**config.mk**
```make
export PLATFORM = sky130hd
export DESIGN_NAME = sio_rx_engine
export DESIGN_NICKNAME = d
export VERILOG_FILES = /design/src/rtl/sio_rx_pkg.sv /design/src/rtl/sio_rx_fifo.sv /design/src/rtl/sio_async_rx.sv /design/src/rtl/sio_sync_rx.sv /design/src/rtl/sio_rx_engine.sv
export SDC_FILE = /design/constraint.sdc
export NUM_CORES = 1
export LEC_CHECK = 0
export ABC_AREA = 1
export BUFFER_PORTS_ARGS = -buffer_cell sky130_fd_sc_hd__buf_2
export CAP_MARGIN = 20
export CORE_UTILIZATION = 55
export CTS_BUF_LIST = sky130_fd_sc_hd__clkbuf_8 sky130_fd_sc_hd__clkbuf_16
export DETAILED_ROUTE_END_ITERATION = 16
export GPL_TIMING_DRIVEN = 0
export PLACE_DENSITY = 0.76
export SYNTH_ARGS = -nofsm -noshare
export SYNTH_HDL_FRONTEND = slang
export SYNTH_HIERARCHICAL = 1
export SYNTH_SLANG_ARGS = --single-unit
```
**constraint.sdc**
```tcl
create_clock -name clk_i -period 1.9 [get_ports clk_i]
set_input_delay 0.285 -clock clk_i [delete_from_list [all_inputs] [get_ports clk_i]]
set_output_delay 0.285 -clock clk_i [all_outputs]
set_load 0.02 [all_outputs]
```
**src/rtl/sio_rx_pkg.sv**
```systemverilog
package sio_rx_pkg;
  typedef struct packed {
    logic       ferr;
    logic       d9;
    logic [7:0] data;
  } rx_word_t;

  localparam int WORD_W = $bits(rx_word_t);
endpackage

```
**src/rtl/sio_rx_fifo.sv**
```systemverilog
module sio_rx_fifo #(
  parameter int DEPTH = 2,
  parameter int W     = 10
) (
  input  logic         clk_i,
  input  logic         rst_ni,
  input  logic         push_i,
  input  logic [W-1:0] din_i,
  input  logic         pop_i,
  output logic [W-1:0] head_o,
  output logic         empty_o,
  output logic         full_o
);
  localparam int AW = (DEPTH > 1) ? $clog2(DEPTH) : 1;
  localparam logic [AW-1:0] LAST = AW'(DEPTH - 1);

  logic [W-1:0] mem [DEPTH];
  logic [AW-1:0] wptr, rptr;
  logic [AW:0]   count;

  for (genvar i = 0; i < DEPTH; i++) begin : g_slot
    always_ff @(posedge clk_i or negedge rst_ni) begin
      if (!rst_ni)                         mem[i] <= '0;
      else if (push_i && wptr == AW'(i))   mem[i] <= din_i;
    end
  end

  always_ff @(posedge clk_i or negedge rst_ni) begin
    if (!rst_ni) begin
      wptr  <= '0;
      rptr  <= '0;
      count <= '0;
    end else begin
      if (push_i) wptr <= (wptr == LAST) ? '0 : wptr + 1'b1;
      if (pop_i)  rptr <= (rptr == LAST) ? '0 : rptr + 1'b1;
      count <= count + {{AW{1'b0}}, push_i} - {{AW{1'b0}}, pop_i};
    end
  end

  assign head_o  = mem[rptr];
  assign empty_o = (count == '0);
  assign full_o  = (count == (AW+1)'(DEPTH));

  // data available only ever appears after a write
  assert_rise_after_push_R8: assert property (@(posedge clk_i) disable iff (!rst_ni)
    $fell(empty_o) |-> $past(push_i));
  assert_no_overflow_R8: assert property (@(posedge clk_i) disable iff (!rst_ni)
    push_i |-> (!full_o || pop_i));
endmodule

```
**src/rtl/sio_async_rx.sv**
```systemverilog
module sio_async_rx
  import sio_rx_pkg::*;
#(
  parameter int OSR = 16
) (
  input  logic     clk_i,
  input  logic     rst_ni,
  input  logic     active_i,
  input  logic     tick_i,
  input  logic     rx_i,
  input  logic     nine_i,
  output logic     done_o,
  output rx_word_t word_o
);
  localparam int PH_W = $clog2(OSR);
  localparam int MID  = OSR / 2;
  localparam logic [PH_W-1:0] S_A = PH_W'(MID - 1);
  localparam logic [PH_W-1:0] S_B = PH_W'(MID);
  localparam logic [PH_W-1:0] S_C = PH_W'(MID + 1);

  logic            busy, last, smp_a, smp_b, maj;
  logic [PH_W-1:0] phase;
  logic [3:0]      idx, stop_idx;
  logic [8:0]      shreg;

  assign maj      = (smp_a & smp_b) | (smp_a & rx_i) | (smp_b & rx_i);
  assign stop_idx = nine_i ? 4'd10 : 4'd9;

  always_ff @(posedge clk_i or negedge rst_ni) begin
    if (!rst_ni) begin
      busy   <= 1'b0;
      last   <= 1'b0;
      smp_a  <= 1'b1;
      smp_b  <= 1'b1;
      phase  <= '0;
      idx    <= '0;
      shreg  <= '0;
      done_o <= 1'b0;
      word_o <= '0;
    end else begin
      done_o <= 1'b0;
      if (!active_i) begin
        busy  <= 1'b0;
        last  <= 1'b0;
        phase <= '0;
        idx   <= '0;
      end else if (tick_i) begin
        if (!busy) begin
          last <= rx_i;
          if (last && !rx_i) begin
            busy  <= 1'b1;
            phase <= PH_W'(1);
            idx   <= '0;
          end
        end else begin
          phase <= phase + 1'b1;
          if (phase == S_A) smp_a <= rx_i;
          if (phase == S_B) smp_b <= rx_i;
          if (phase == S_C) begin
            if (idx == 4'd0) begin
              if (maj) begin      // false start
                busy <= 1'b0;
                last <= 1'b1;
              end else idx <= idx + 1'b1;
            end else if (idx == stop_idx) begin
              busy        <= 1'b0;
              last        <= maj;
              done_o      <= 1'b1;
              word_o.ferr <= !maj;
              word_o.d9   <= nine_i & shreg[8];
              word_o.data <= nine_i ? shreg[7:0] : shreg[8:1];
            end else begin
              shreg <= {maj, shreg[8:1]};
              idx   <= idx + 1'b1;
            end
          end
        end
      end
    end
  end

  // an inactive engine never completes a word
  assert_idle_quiet_R4: assert property (@(posedge clk_i) disable iff (!rst_ni)
    !active_i |=> !done_o);
endmodule

```
**src/rtl/sio_sync_rx.sv**
```systemverilog
module sio_sync_rx
  import sio_rx_pkg::*;
(
  input  logic     clk_i,
  input  logic     rst_ni,
  input  logic     active_i,
  input  logic     one_shot_i,
  input  logic     tick_i,
  input  logic     rx_i,
  input  logic     nine_i,
  output logic     sclk_o,
  output logic     done_o,
  output rx_word_t word_o
);
  logic [3:0] cnt, last_cnt;
  logic       hold;
  logic [8:0] shreg, nxt;

  assign last_cnt = nine_i ? 4'd8 : 4'd7;
  assign nxt      = {rx_i, shreg[8:1]};

  always_ff @(posedge clk_i or negedge rst_ni) begin
    if (!rst_ni) begin
      sclk_o <= 1'b0;
      cnt    <= '0;
      hold   <= 1'b0;
      shreg  <= '0;
      done_o <= 1'b0;
      word_o <= '0;
    end else begin
      done_o <= 1'b0;
      if (!active_i) begin
        sclk_o <= 1'b0;
        cnt    <= '0;
        hold   <= 1'b0;
      end else if (tick_i && !hold) begin
        if (!sclk_o) sclk_o <= 1'b1;
        else begin
          sclk_o <= 1'b0;     // falling edge: sample
          shreg  <= nxt;
          if (cnt == last_cnt) begin
            cnt         <= '0;
            done_o      <= 1'b1;
            hold        <= one_shot_i;
            word_o.ferr <= 1'b0;
            word_o.d9   <= nine_i & nxt[8];
            word_o.data <= nine_i ? nxt[7:0] : nxt[8:1];
          end else cnt <= cnt + 1'b1;
        end
      end
    end
  end

  // the bit clock moves only on a baud tick
  assert_sclk_steady_R11: assert property (@(posedge clk_i) disable iff (!rst_ni)
    (active_i && !tick_i) |=> $stable(sclk_o));
endmodule

```
**src/rtl/sio_rx_engine.sv**
```systemverilog
module sio_rx_engine
  import sio_rx_pkg::*;
#(
  parameter int OSR   = 16,
  parameter int DEPTH = 2
) (
  input  logic       clk_i,
  input  logic       rst_ni,
  input  logic       baud_tick_i,
  input  logic       sync_mode_i,
  input  logic       rx_i,
  input  logic       reg_addr_i,
  input  logic       reg_wr_i,
  input  logic       reg_rd_i,
  input  logic [7:0] reg_wdata_i,
  output logic [7:0] reg_rdata_o,
  output logic       sclk_o,
  output logic       port_en_o,
  output logic       data_avail_o
);
  logic     rx_m, rx_s;
  logic     en_q, nine_q, single_q, cont_q, oerr_q;
  logic     a_active, s_active, a_done, s_done, eng_done;
  rx_word_t a_word, s_word, eng_word, head;
  logic     empty, full, push, pop, stat_wr;
  logic [WORD_W-1:0] head_raw;

  always_ff @(posedge clk_i or negedge rst_ni) begin
    if (!rst_ni) begin
      rx_m <= 1'b1;
      rx_s <= 1'b1;
    end else begin
      rx_m <= rx_i;
      rx_s <= rx_m;
    end
  end

  assign stat_wr  = reg_wr_i && !reg_addr_i;
  assign a_active = en_q && !sync_mode_i && cont_q && !oerr_q;
  assign s_active = en_q &&  sync_mode_i && (cont_q || single_q) && !oerr_q;

  always_ff @(posedge clk_i or negedge rst_ni) begin
    if (!rst_ni) begin
      en_q     <= 1'b0;
      nine_q   <= 1'b0;
      single_q <= 1'b0;
      cont_q   <= 1'b0;
      oerr_q   <= 1'b0;
    end else begin
      if (s_done) single_q <= 1'b0;
      if (eng_done && full) oerr_q <= 1'b1;
      if (stat_wr) begin
        en_q     <= reg_wdata_i[7];
        nine_q   <= reg_wdata_i[6];
        single_q <= reg_wdata_i[5];
        cont_q   <= reg_wdata_i[4];
        if (!reg_wdata_i[4]) oerr_q <= 1'b0;
      end
    end
  end

  sio_async_rx #(.OSR(OSR)) u_async (
    .clk_i    (clk_i),
    .rst_ni   (rst_ni),
    .active_i (a_active),
    .tick_i   (baud_tick_i),
    .rx_i     (rx_s),
    .nine_i   (nine_q),
    .done_o   (a_done),
    .word_o   (a_word)
  );

  sio_sync_rx u_sync (
    .clk_i      (clk_i),
    .rst_ni     (rst_ni),
    .active_i   (s_active),
    .one_shot_i (!cont_q),
    .tick_i     (baud_tick_i),
    .rx_i       (rx_s),
    .nine_i     (nine_q),
    .sclk_o     (sclk_o),
    .done_o     (s_done),
    .word_o     (s_word)
  );

  assign eng_done = a_done | s_done;
  assign eng_word = s_done ? s_word : a_word;
  assign push     = eng_done && !full;
  assign pop      = reg_rd_i && reg_addr_i && !empty;

  sio_rx_fifo #(.DEPTH(DEPTH), .W(WORD_W)) u_fifo (
    .clk_i   (clk_i),
    .rst_ni  (rst_ni),
    .push_i  (push),
    .din_i   (eng_word),
    .pop_i   (pop),
    .head_o  (head_raw),
    .empty_o (empty),
    .full_o  (full)
  );

  assign head = rx_word_t'(head_raw);

  always_comb begin
    if (reg_addr_i) reg_rdata_o = empty ? 8'h00 : head.data;
    else reg_rdata_o = {en_q, nine_q, single_q, cont_q, 1'b0,
                        head.ferr & !empty, oerr_q, head.d9 & !empty};
  end

  assign port_en_o    = en_q;
  assign data_avail_o = !empty;

  assert_overrun_set_R9: assert property (@(posedge clk_i) disable iff (!rst_ni)
    (eng_done && full && !stat_wr) |=> oerr_q);
  assert_overrun_hold_R9: assert property (@(posedge clk_i) disable iff (!rst_ni)
    (oerr_q && !(stat_wr && !reg_wdata_i[4])) |=> oerr_q);
  assert_sclk_off_R3: assert property (@(posedge clk_i) disable iff (!rst_ni)
    !en_q |=> !sclk_o);
  assert_single_clear_R12: assert property (@(posedge clk_i) disable iff (!rst_ni)
    (s_done && !stat_wr) |=> !single_q);
endmodule

```
# Yosys cells after proc, flatten, opt, wreduce, memory -nomap -nowiden
# Cells that the tools add are included.
[word_totals]
reg_bits = 88
latchBits = 0
ram_bits = 0
rom_bits = 0
inputBits = 16
output_inout_bits = 11
elab_cells = 172
memories = 0
[op_classes]
n_addsub = 7
mul = 0
div = 0
n_lt_le_gt_ge = 1
n_eq_ne = 16
shift = 0
n_mux = 65
bitwise = 14
n_reduce_logical = 39
[ops]
columns = ["operator", "n"]
rows = [
  ["$mux W4", 17],
  ["$mux W10", 4],
  ["$mux W1", 39],
  ["$mux W8", 4],
  ["$ne A4 B4 Y1 const B", 4],
  ["$reduce_and A4 Y1", 4],
  ["$logic_and A1 B1 Y1", 15],
  ["$add A4 B1 Y4 const B", 3],
  ["$reduce_and A6 Y1", 2],
  ["$logic_not A1 Y1", 9],
  ["$eq A4 B4 Y1", 2],
  ["$eq A4 B4 Y1 const B", 2],
  ["$ne A2 B2 Y1 const B", 4],
  ["$and A1 B1 Y1", 7],
  ["$ne A3 B3 Y1 const B", 2],
  ["$reduce_and A3 Y1", 2],
  ["$reduce_and A5 Y1", 1],
  ["$eq A4 B3 Y1 const B", 1],
  ["$logic_not A4 Y1", 1],
  ["$reduce_and A2 Y1", 2],
  ["$not A1 Y1", 3],
  ["$or A1 B1 Y1", 3],
  ["$add A1 B1 Y1 const B", 2],
  ["$add A2 B1 Y2", 1],
  ["other kinds (8)", 8],
]

# Logic depth before layout (Yosys ltp)
# Gate-level depths: netlist (run 1).
[depth]
depth_word = 9
ltp_mapped = 11
ltp_nobuf = 11

# Hierarchy
# Netlist (run 1), hierarchy kept.
[modules_own_cells]
columns = ["module", "instances", "cells_each", "area_per_inst_um2", "seq_area_each_um2"]
rows = [
  ["sio_async_rx", 1, 220, 1788.0, 803.3],
  ["sio_sync_rx", 1, 141, 1138.6, 600.6],
  ["sio_rx_fifo", 1, 130, 1131.1, 600.6],
  ["sio_rx_engine", 1, 88, 548.0, 177.7],
]

# Least setup slack after synthesis (run 1)
# No wires, ideal clock.
[synth_timing]
path_kind = "register to register"
from = "register en_q (netlist: port_en_o)"
to = "register u_async/word_o[8] (netlist name)"
setup_ps = 121
arrival_time_ps = 1808
t_required_ps = 1779
path_slack_ps = -29
path_stages_with_launch = 9
path_buffers = 1
synth_period_minus_slack_ps = 1929
path_cell_list = "dfrtp_1 nand2_1 nor3_1 nand2_4 nor2_8 inv_4 nor3_4 buf_6 o21ai_1"
[synth_via]
elab_chain_cells = 4
[synth_rtl]
columns = ["element", "line_no", "source"]
rows = [
  ["start: declaration", "sio_rx_engine.sv:22", "logic en_q, nine_q, single_q, cont_q, oerr_q;"],
  ["start signal: assignment", "sio_rx_engine.sv:53", "en_q <= reg_wdata_i[7];"],
  ["$logic_and A1 B1 Y1 (3 in series)", "sio_rx_engine.sv:39", "assign a_active = en_q && !sync_mode_i && cont_q && !oerr_q;"],
  ["net a_active", "sio_rx_engine.sv:23", "logic a_active, s_active, a_done, s_done, eng_done;"],
  ["$reduce_and A6 Y1 (no source line)", "--", ""],
  ["end: declaration", "sio_async_rx.sv:13", "output rx_word_t word_o"],
]
# The timed path passes the listed nets, and every way through them passes these cells.
# A chain may end at the register's enable or synchronous reset.

# Final worst setup path (run 1)
[layout_timing]
from = "register oerr_q"
to = "register u_async/word_o[4] (netlist name)"
[layout_via]
elab_chain_cells = 3
[layout_rtl]
columns = ["element", "line_no", "source"]
rows = [
  ["start: declaration", "sio_rx_engine.sv:22", ""],
  ["start signal: assignment", "sio_rx_engine.sv:48", "oerr_q <= 1'b0;"],
  ["start signal: assignment", "sio_rx_engine.sv:51", "if (eng_done && full) oerr_q <= 1'b1;"],
  ["start signal: assignment", "sio_rx_engine.sv:57", "if (!reg_wdata_i[4]) oerr_q <= 1'b0;"],
  ["$logic_not A1 Y1", "sio_rx_engine.sv:39", ""],
  ["$logic_and A1 B1 Y1", "sio_rx_engine.sv:39", ""],
  ["net a_active", "sio_rx_engine.sv:23", ""],
  ["$reduce_and A6 Y1 (no source line)", "--", ""],
]
# The timed path passes the listed nets, and every way through them passes these cells.

==> results.yml, run 1 <==
sta:
  max_freq_ghz: 0.547
  finalCriticalPeriod_ps: 1830
  fin_crit_sh_pct: 96.3
  fin_skew_ps: 12.1
  fin_ws_ps: 70.8
  setup_violations: 0
  finalHoldViolCount: 0
  tns_ps: 0
  slew_violations: 0
clock_network:
  cts_sinks: 87
  clockBufferDepth: 2
  cts_buffers: 9
  insertion_delay_ps: 350
  cts_tree: "yes"
  htreeDepth: 3
  path_clk_slew_ps: 80
  cts_root_buf: "clkbuf_8"
placed_design:
  dpl.cell_count: 707
  globalplace.congestion: 0.843
  pre_cts_ws_ps: -20.0
  dp_hpwl_um: 6590
  portBuffers: 22
synth:
  ys_ff_latch: 87
  syn_area_sq_um: 4610
  synthesis.instances: 579
  avgSynthCellArea_sq_um: 7.95
  synth_nets: 603
  yosysWarnings: 6
  synthDistinctLibCells: 35
  yosysSeqAreaShare_pct: 47.4
floorplanning:
  dieHeight_um: 93.5
  core_area_sq_um: 8180
  die_area_sq_um: 8740
  start_util_pct: 56.3
  pin_count: 27
  die_w_um: 93.5
  rows: 33
status:
  status: "finished, final reports clean"
worst_hold_path:
  hold_path.startpoint: "rx_i"
  holdCritPathClass: "input port to flip-flop"
  holdPathEnd: "rx_m"
  holdPathStages: 1
global_route:
  antenna_found_initial: 0
  grt_start_max_net_pins: 74
  first_global_vias: 3646
  track_usage_pct: 23.4
  overflow: 0
  grt_pass1_wl_um: 16000
pwr:
  p_per_area_nw_per_um2: 729
  ir_worst_vdd_mv: 0.428
  p_leak_uw: 0.00270
  total_power_uw: 3750
final_layout:
  area_growth_pct: 11.7
  drive_gt1_share_pct: 19.4
  nets: 645
  finalNonFillerCells: 730
  diodes: 0
  utilization_pct: 62.9
worst_setup_path:
  worstSetupStartpointType: "flip-flop"
  r2r-end: "u_async/word_o[4]"
  crit_path_max_fanout: 6
  required_ps: 2180
  reg2regPathDepth: 10
  setup.worst_path.end_class: "flip-flop"
  r2r_slack_ps: 70
  rr_startpoint: "oerr_q"
  worst-setup-path-type: "flip-flop to flip-flop"
  arrival_ps: 2110
job:
  cap_violations: 0
drt:
  routed_via_density: 5.10
  drtAntennaViolNets: 0
  dr.pass1.iters: 4
  drt_iter0_markers: 185
  routed_wl_um: 9220
  drc: 0
  wl_per_cell_um: 12.6
  num_vias: 3720
==> repair_timing <==
| item | CTS | global route |
|---|---|---|
| hold endpoints to repair | 14 | 0 |
| hold buffers | 1 | 0 |
| gates resized for setup | 0 | 16 |
| pin swaps | 0 | 4 |
| setup endpoints to repair | 5 | 50 |
| setup buffers | 0 | 5 |
| gates cloned | 0 | 2 |
==> state kept, by name (all words and copies together), names as in the netlist, 2 cells and up <==
signal and cells:
u_async/shreg 9, u_fifo/count 2, u_fifo/mem 20, u_async/idx 4, u_sync/word_o 9, u_sync/cnt 4
u_sync/shreg 8, u_async/word_o 10, u_async/phase 4
==> worst max-delay path by stage <==
stage          startpoint           endpoint  slack (ps)  cells after the start
4_1_cts            oerr_q  u_async/word_o[8]         -10                      9
3_5_place_dp       oerr_q    u_sync/shreg[3]         -20                      7
6_report           oerr_q  u_async/word_o[4]          70                     10
2_1_floorplan   port_en_o  u_async/word_o[8]         170                      8
3_3_place_gp       rst_ni      u_sync/cnt[1]        -190                      1
5_1_grt            oerr_q  u_async/word_o[6]         -40                     10
==> logic make-up (layout without fill, tap and decap cells) <==
logic type      after synthesis  count (layout)  synth area share (%)
xor+xnor                      3               3                 0.571
compound gates               95              95                  12.8
buf+inv                     109             155                  10.8
flops                        87              87                  47.4
simple gates                276             276                  26.1
fa+ha+maj                     8               8                  2.17
other cells                   1               1                0.0814
==> metal layers <==
layer	global-route usage, %	routed length, um	vias up
li1	-	-	1887
met1	30.1	4380	1750
met2	39.3	4360	65
met3	3.01	254	18
met4	11.0	232	0
met5	0	0	-
==> final cells by class <==
class | count | area (sq um)
Buffer | 19 | 161
Clock buffer | 9 | 124
Clock inverter | 6 | 38.8
Fill cell | 739 | 3030
Inverter | 90 | 340
Multi-Input combinational cell | 383 | 1950
Sequential cell | 87 | 2180
Tap cell | 105 | 131
Timing Repair Buffer | 31 | 213
==> cell usage after synthesis <==
cell type  number  area [sq um]
o21ai_0        46           230
a21oi_2         2          17.5
conb_1          1          3.75
nand2_1       187           702
a21oi_1         6          30.0
nor3b_1         1          7.51
nor2_8          1          20.0
nand3_1        40           200
o21a_1          1          7.51
nor2_1         26          97.6
clkbuf_1        2          7.51
nor3_1          3          15.0
buf_4           4          30.0
nor4_1          1          6.26
nor2_4          2          22.5
ha_1            8           100
nand4_4         1          21.3
or2_0           1          6.26
inv_4           1          6.26
nand2_2         5          31.3
xor2_1          3          26.3
nand4_1         3          18.8
nand3_2         1          10.0
nor2_2          1          6.26
dfrtp_1        83          2080
nand2_4         2          22.5
clkbuf_2        1          5.00
inv_1          86           323
o21ai_2        28           245
dfstp_2         4           105
inv_2           3          11.3
buf_2           3          15.0
nor3_4          1          16.3
o21ai_1        12          60.1
buf_6           9           101
==> per-stage QoR <==
step	cell area, sq um	hold slack [ps]
after floorplan	4610	-10.6
after global placement	4850	347
after global routing	5140	21.9
after detailed placement	4880	172
final	5140	33.3
after CTS	5050	24.1
==> cell usage in the layout, fill, tap and decap left out, types with 4 or more instances in the layout <==
master and count:
o21ai_1 12, ha_1 8, buf_6 11, nand2_1 185, buf_2 23, a21oi_1 6, dfrtp_1 81, inv_1 85
inv_2 4, o21ai_2 28, dfstp_2 4, nand2_2 6, clkbuf_8 9, buf_4 11, o21ai_0 46, nand3_1 40
nor2_1 26
==> worst max-delay path, cell delays in order, from the launching register on <==
cell and delay, ps:
dfrtp_1 380, inv_2 100, nand2_4 70, nor3_4 320, nand2_4 120, nor2_8 170, inv_4 50, nor3_4 270
buf_6 180, nand2_1 60, o21ai_2 50
==> report_power, final <==
group / internal (uW) / total, uW / switching, uW
clock: 463 / 1110 / 652
combinational: 188 / 608 / 420
sequential: 1940 / 2030 / 80.9
(Power assumes the default switching activity.)
==> run 2: changes to the inputs <==
--- a/config.mk
+++ b/config.mk
@@ -9,3 +9,3 @@
 export BUFFER_PORTS_ARGS = -buffer_cell sky130_fd_sc_hd__buf_2
-export CAP_MARGIN = 20
+export CAP_MARGIN = 15
 export CORE_UTILIZATION = 55
@@ -14,2 +14,3 @@
 export GPL_TIMING_DRIVEN = 0
+export HOLD_SLACK_MARGIN = 0.08
 export PLACE_DENSITY = 0.76
==> constraint.sdc (replaced) <==
create_clock -name clk_i -period 1.9 [get_ports clk_i]
set_input_delay 0.095 -clock clk_i [delete_from_list [all_inputs] [get_ports clk_i]]
set_output_delay 0.095 -clock clk_i [all_outputs]
set_load 0.02 [all_outputs]
==> results.yml, run 2 (synthesis results as in run 1) <==
status:
  status: "finished, final reports clean"
global_route:
  first_global_vias: 3695
  grt_start_max_net_pins: 74
  grt_pass1_wl_um: 16300
  antenna_found_initial: 0
  track_usage_pct: 23.9
  overflow: 0
final_layout:
  diodes: 0
  utilization_pct: 64.1
  final_common_cell: "nand2_1"
  finalNonFillerCells: 740
  fillerInstances: 729
  drive_gt1_share_pct: 19.1
  final_cell_mix: "nand2_1, inv_1, dfrtp_1"
  nets: 655
  top_regs: "u_fifo/mem x20, u_async/word_o x10"
  largest_reg_flops: 20
  area_growth_pct: 13.7
  top_register: "u_fifo/mem"
sta:
  fin_crit_sh_pct: 96.3
  tns_ps: 0
  fin_skew_ps: 12.7
  max_freq_ghz: 0.546
  finalCriticalPeriod_ps: 1830
  hold-worst-slack_ps: 149
  setup_violations: 0
  fin_ws_ps: 69.6
  finalHoldViolCount: 0
  slew_violations: 0
clock_network:
  htreeDepth: 3
  cts_buffers: 9
  clockBufferDepth: 2
  insertion_delay_ps: 350
  cts_sinks: 87
  cts_root_buf: "clkbuf_8"
  path_clk_slew_ps: 80
  cts_tree: "yes"
drt:
  drtAntennaViolNets: 0
  drt_iter0_markers: 216
  dr.pass1.iters: 4
  wl_per_cell_um: 12.8
  routed_via_density: 5.09
  routed_wl_um: 9440
  drc: 0
  num_vias: 3764
placed_design:
  dpl.cell_count: 707
  portBuffers: 22
  pre_cts_ws_ps: -20.0
  globalplace.congestion: 0.843
  dp_hpwl_um: 6590
worst_setup_path:
  worstSetupStartpointType: "flip-flop"
  setup.worst_path.end_class: "flip-flop"
  arrival_ps: 2110
  cp-startpoint: "oerr_q"
  rr_startpoint: "oerr_q"
  required_ps: 2180
  crit_path_max_fanout: 6
  critPathSlowestCell: "dfrtp_1"
  crit_chain: "inv_2 -> nand2_4 -> nor3_4 -> nand2_4 -> nor2_8 -> inv_4 -> nor3_4 -> buf_6 -> nand2_1 -> o21ai_2"
  worst-setup-path-type: "flip-flop to flip-flop"
  critPathMaxStageDelay_ps: 380
worst_hold_path:
  holdCritPathClass: "input port to async pin"
floorplanning:
  core_area_sq_um: 8180
  start_util_pct: 56.3
  die_w_um: 93.5
  rows: 33
  dieHeight_um: 93.5
  die_area_sq_um: 8740
  pin_count: 27
pwr:
  p_per_area_nw_per_um2: 717
  p_leak_uw: 0.00273
  ir_worst_vdd_mv: 0.432
job:
  cap_violations: 0
==> run 2: through the flow <==
stage          area, sq um  power [uW]
3_5_place_dp          4880        2650
5_1_grt               5240        3970
6_report              5240        3760
2_1_floorplan         4610        2420
4_1_cts               5150        3780
3_3_place_gp          4850        2620
==> run 2: critical path, delay by kind of cell (launching register included) <==
family	cells	cell delay [ps]
flops	1	380
buf+inv	3	330
simple gates	6	1010
compound gates	1	50
==> run 2: repair_timing <==
| item | CTS | global route |
|---|---|---|
| gates cloned | 0 | 2 |
| pin swaps | 0 | 4 |
| setup buffers | 0 | 5 |
| hold buffers | 11 | 0 |
| endpoints found under the setup margin | 5 | 48 |
| hold endpoints to repair | 90 | 0 |
| resized for setup | 0 | 13 |
==> run 2: final cells by class <==
cell class | instances | area, sq um | share of cell area [%]
multi-input combinational | 383 | 1950 | 37.2
sequential | 87 | 2180 | 41.7
inverter | 90 | 340 | 6.50
tap | 105 | 131 | 2.51
clock buffer | 9 | 124 | 2.36
buffer | 19 | 159 | 3.03
timing repair buffer | 41 | 310 | 5.92
clock inverter | 6 | 38.8 | 0.740
==> run 2: routing by layer <==
layer	vias up	share of wire, %	global-route usage (%)
li1	1908	-	-
met1	1767	47	30.9
met2	68	48	39.8
met3	21	2.8	3.01
met4	0	2.8	11.4
met5	-	0	0
==> run 2: final timing paths <==
| check | to | cells past startpoint | slack (ps) |
|---|---|---|---|
| setup reg to reg | u_async/word_o[4] | 10 | 70 |
| hold / removal | u_async/shreg[3] | 2 | 150 |
| setup / recovery | u_async/word_o[4] | 10 | 70 |
| min in group clk_i | u_fifo/rptr | 4 | 150 |
| max in group asynchronous | u_async/smp_a | 3 | 1080 |
| hold reg to reg | rx_s | 0 | 360 |
==> run 2: power by group <==
part	internal, uW	switching (uW)	leakage [uW]	total [uW]
Clock	463	651	0.0000809	1110
Combinational	193	424	0.00156	617
Sequential	1940	81.5	0.00109	2030
==> run 3: changes to the inputs <==
- CORE_MARGIN: default -> 8
==> results.yml, run 3 (synthesis results as in run 1) <==
status:
  status: "finished, final reports clean"
sta:
  setup_violations: 0
  tns_ps: 0
  fin_ws_ps: 57.2
  slew_violations: 0
  finalCriticalPeriod_ps: 1840
  fin_skew_ps: 11.1
  hold-worst-slack_ps: 92.6
  fin_crit_sh_pct: 97.0
  max_freq_ghz: 0.543
  finalHoldViolCount: 0
final_layout:
  top_regs: "u_fifo/mem x20, u_async/word_o x10"
  final_common_cell: "nand2_1"
  final_cell_mix: "nand2_1, inv_1, dfrtp_1"
  fillerInstances: 686
  area_growth_pct: 15.1
  utilization_pct: 64.8
  largest_reg_flops: 20
  area.sequential_sq_um: 2180
  multi_input_area_sq_um: 1950
  top_register: "u_fifo/mem"
  drive_gt1_share_pct: 19.5
  diodes: 0
  nets: 656
clock_network:
  cts_sinks: 87
  path_clk_slew_ps: 90
  cts_root_buf: "clkbuf_8"
  htreeDepth: 3
  insertion_delay_ps: 360
  cts_tree: "yes"
  cts_buffers: 9
  clockBufferDepth: 2
floorplanning:
  start_util_pct: 56.3
  die_area_sq_um: 11600
  die_w_um: 108
  rows: 33
  core_area_sq_um: 8180
  dieHeight_um: 108
  pin_count: 27
global_route:
  track_usage_pct: 17.5
  grt_pass1_wl_um: 16300
  antenna_found_initial: 0
  overflow: 0
  grt_start_max_net_pins: 75
  first_global_vias: 3538
worst_setup_path:
  r2r-end: "u_async/word_o[4]"
  r2r_slack_ps: 60
  rr_startpoint: "port_en_o"
  required_ps: 2190
  arrival_ps: 2130
  setup.worst_path.end_class: "flip-flop"
  worst-setup-path-type: "flip-flop to flip-flop"
  crit_path_max_fanout: 5
  reg2regPathDepth: 10
  worstSetupStartpointType: "flip-flop"
drt:
  dr.pass1.iters: 4
  routed_via_density: 5.02
  drt_iter0_markers: 160
  drc: 0
  routed_wl_um: 9470
  drtAntennaViolNets: 0
  num_vias: 3726
  wl_per_cell_um: 12.8
worst_hold_path:
  holdCritPathClass: "input port to flip-flop"
  hold_path.startpoint: "reg_wr_i"
  holdPathEnd: "cont_q"
  holdPathStages: 3
pwr:
  ir_worst_vdd_mv: 0.417
  p_leak_uw: 0.00277
  p_per_area_nw_per_um2: 773
placed_design:
  portBuffers: 22
  globalplace.congestion: 0.837
  pre_cts_ws_ps: -15.7
  dp_hpwl_um: 6750
job:
  cap_violations: 0
## run 3: changes by cell type in the layout (fill, tap and decap cells not counted), sizes merged
cell / delta
inv: +1
dlygate4sd3: -1
clkbuf: +1
buf: +2
clkinv: -3
bufinv: +2
## run 3: critical path, cell delays in order (launching register included)
cell     delay [ps]
dfrtp_2         450
nand2_2         120
nor3_4          260
nand2_4         100
nor2_8          170
inv_4            50
nor3_4          220
buf_4           160
buf_6           100
nand2_1          70
o21ai_2          60
## run 3: timing repair
item | 4_1_cts | 5_1_grt
setup buffers | 0 | 8
endpoints found under the hold margin | 90 | 0
resized for setup | 2 | 7
hold buffers | 10 | 0
pin swaps | 0 | 4
cloned | 0 | 2
endpoints found under the setup margin | 11 | 25
## run 3: area by class of cell
type	instances	share of cell area, %
multi-input combinational	383	36.7
timing repair buffer	43	5.90
clock buffer	10	2.60
clock inverter	6	1.75
buffer	18	2.90
sequential	87	41.2
tap	105	2.48
inverter	90	6.42
## run 3: how the worst max path moves through the flow
| stage | startpoint | to | slack (ps) | cells after the start |
|---|---|---|---|---|
| 5_1_grt | oerr_q | u_async/word_o[8] | -40 | 10 |
| 4_1_cts | port_en_o | u_async/word_o[7] | 20 | 9 |
| 6_report | port_en_o | u_async/word_o[4] | 60 | 10 |
| 3_3_place_gp | rst_ni | u_sync/cnt[1] | -10 | 1 |
| 2_1_floorplan | port_en_o | u_async/word_o[8] | 170 | 8 |
| 3_5_place_dp | port_en_o | u_async/word_o[7] | -20 | 9 |
## run 3: stage by stage
stage	area, sq um	power [uW]	cells
after global placement	4850	2620	706
after global routing	5300	4290	742
after detailed placement	4880	2650	707
after floorplan	4610	2420	579
after CTS	5220	4120	733
final	5300	4090	742
## run 3: per-layer routing
| layer | global-route usage (%) | vias to the layer above | routed length (um) |
|---|---|---|---|
| li1 | - | 1906 | - |
| met2 | 28.6 | 67 | 4610 |
| met3 | 3.71 | 9 | 428 |
| met4 | 6.54 | 0 | 93 |
| met5 | 0 | - | 0 |
| met1 | 22.3 | 1744 | 4330 |
## run 3: where the power goes
| group | internal, uW | switching [uW] | total (uW) |
|---|---|---|---|
| clock network | 783 | 677 | 1460 |
| logic | 191 | 409 | 600 |
| registers | 1940 | 89.6 | 2030 |
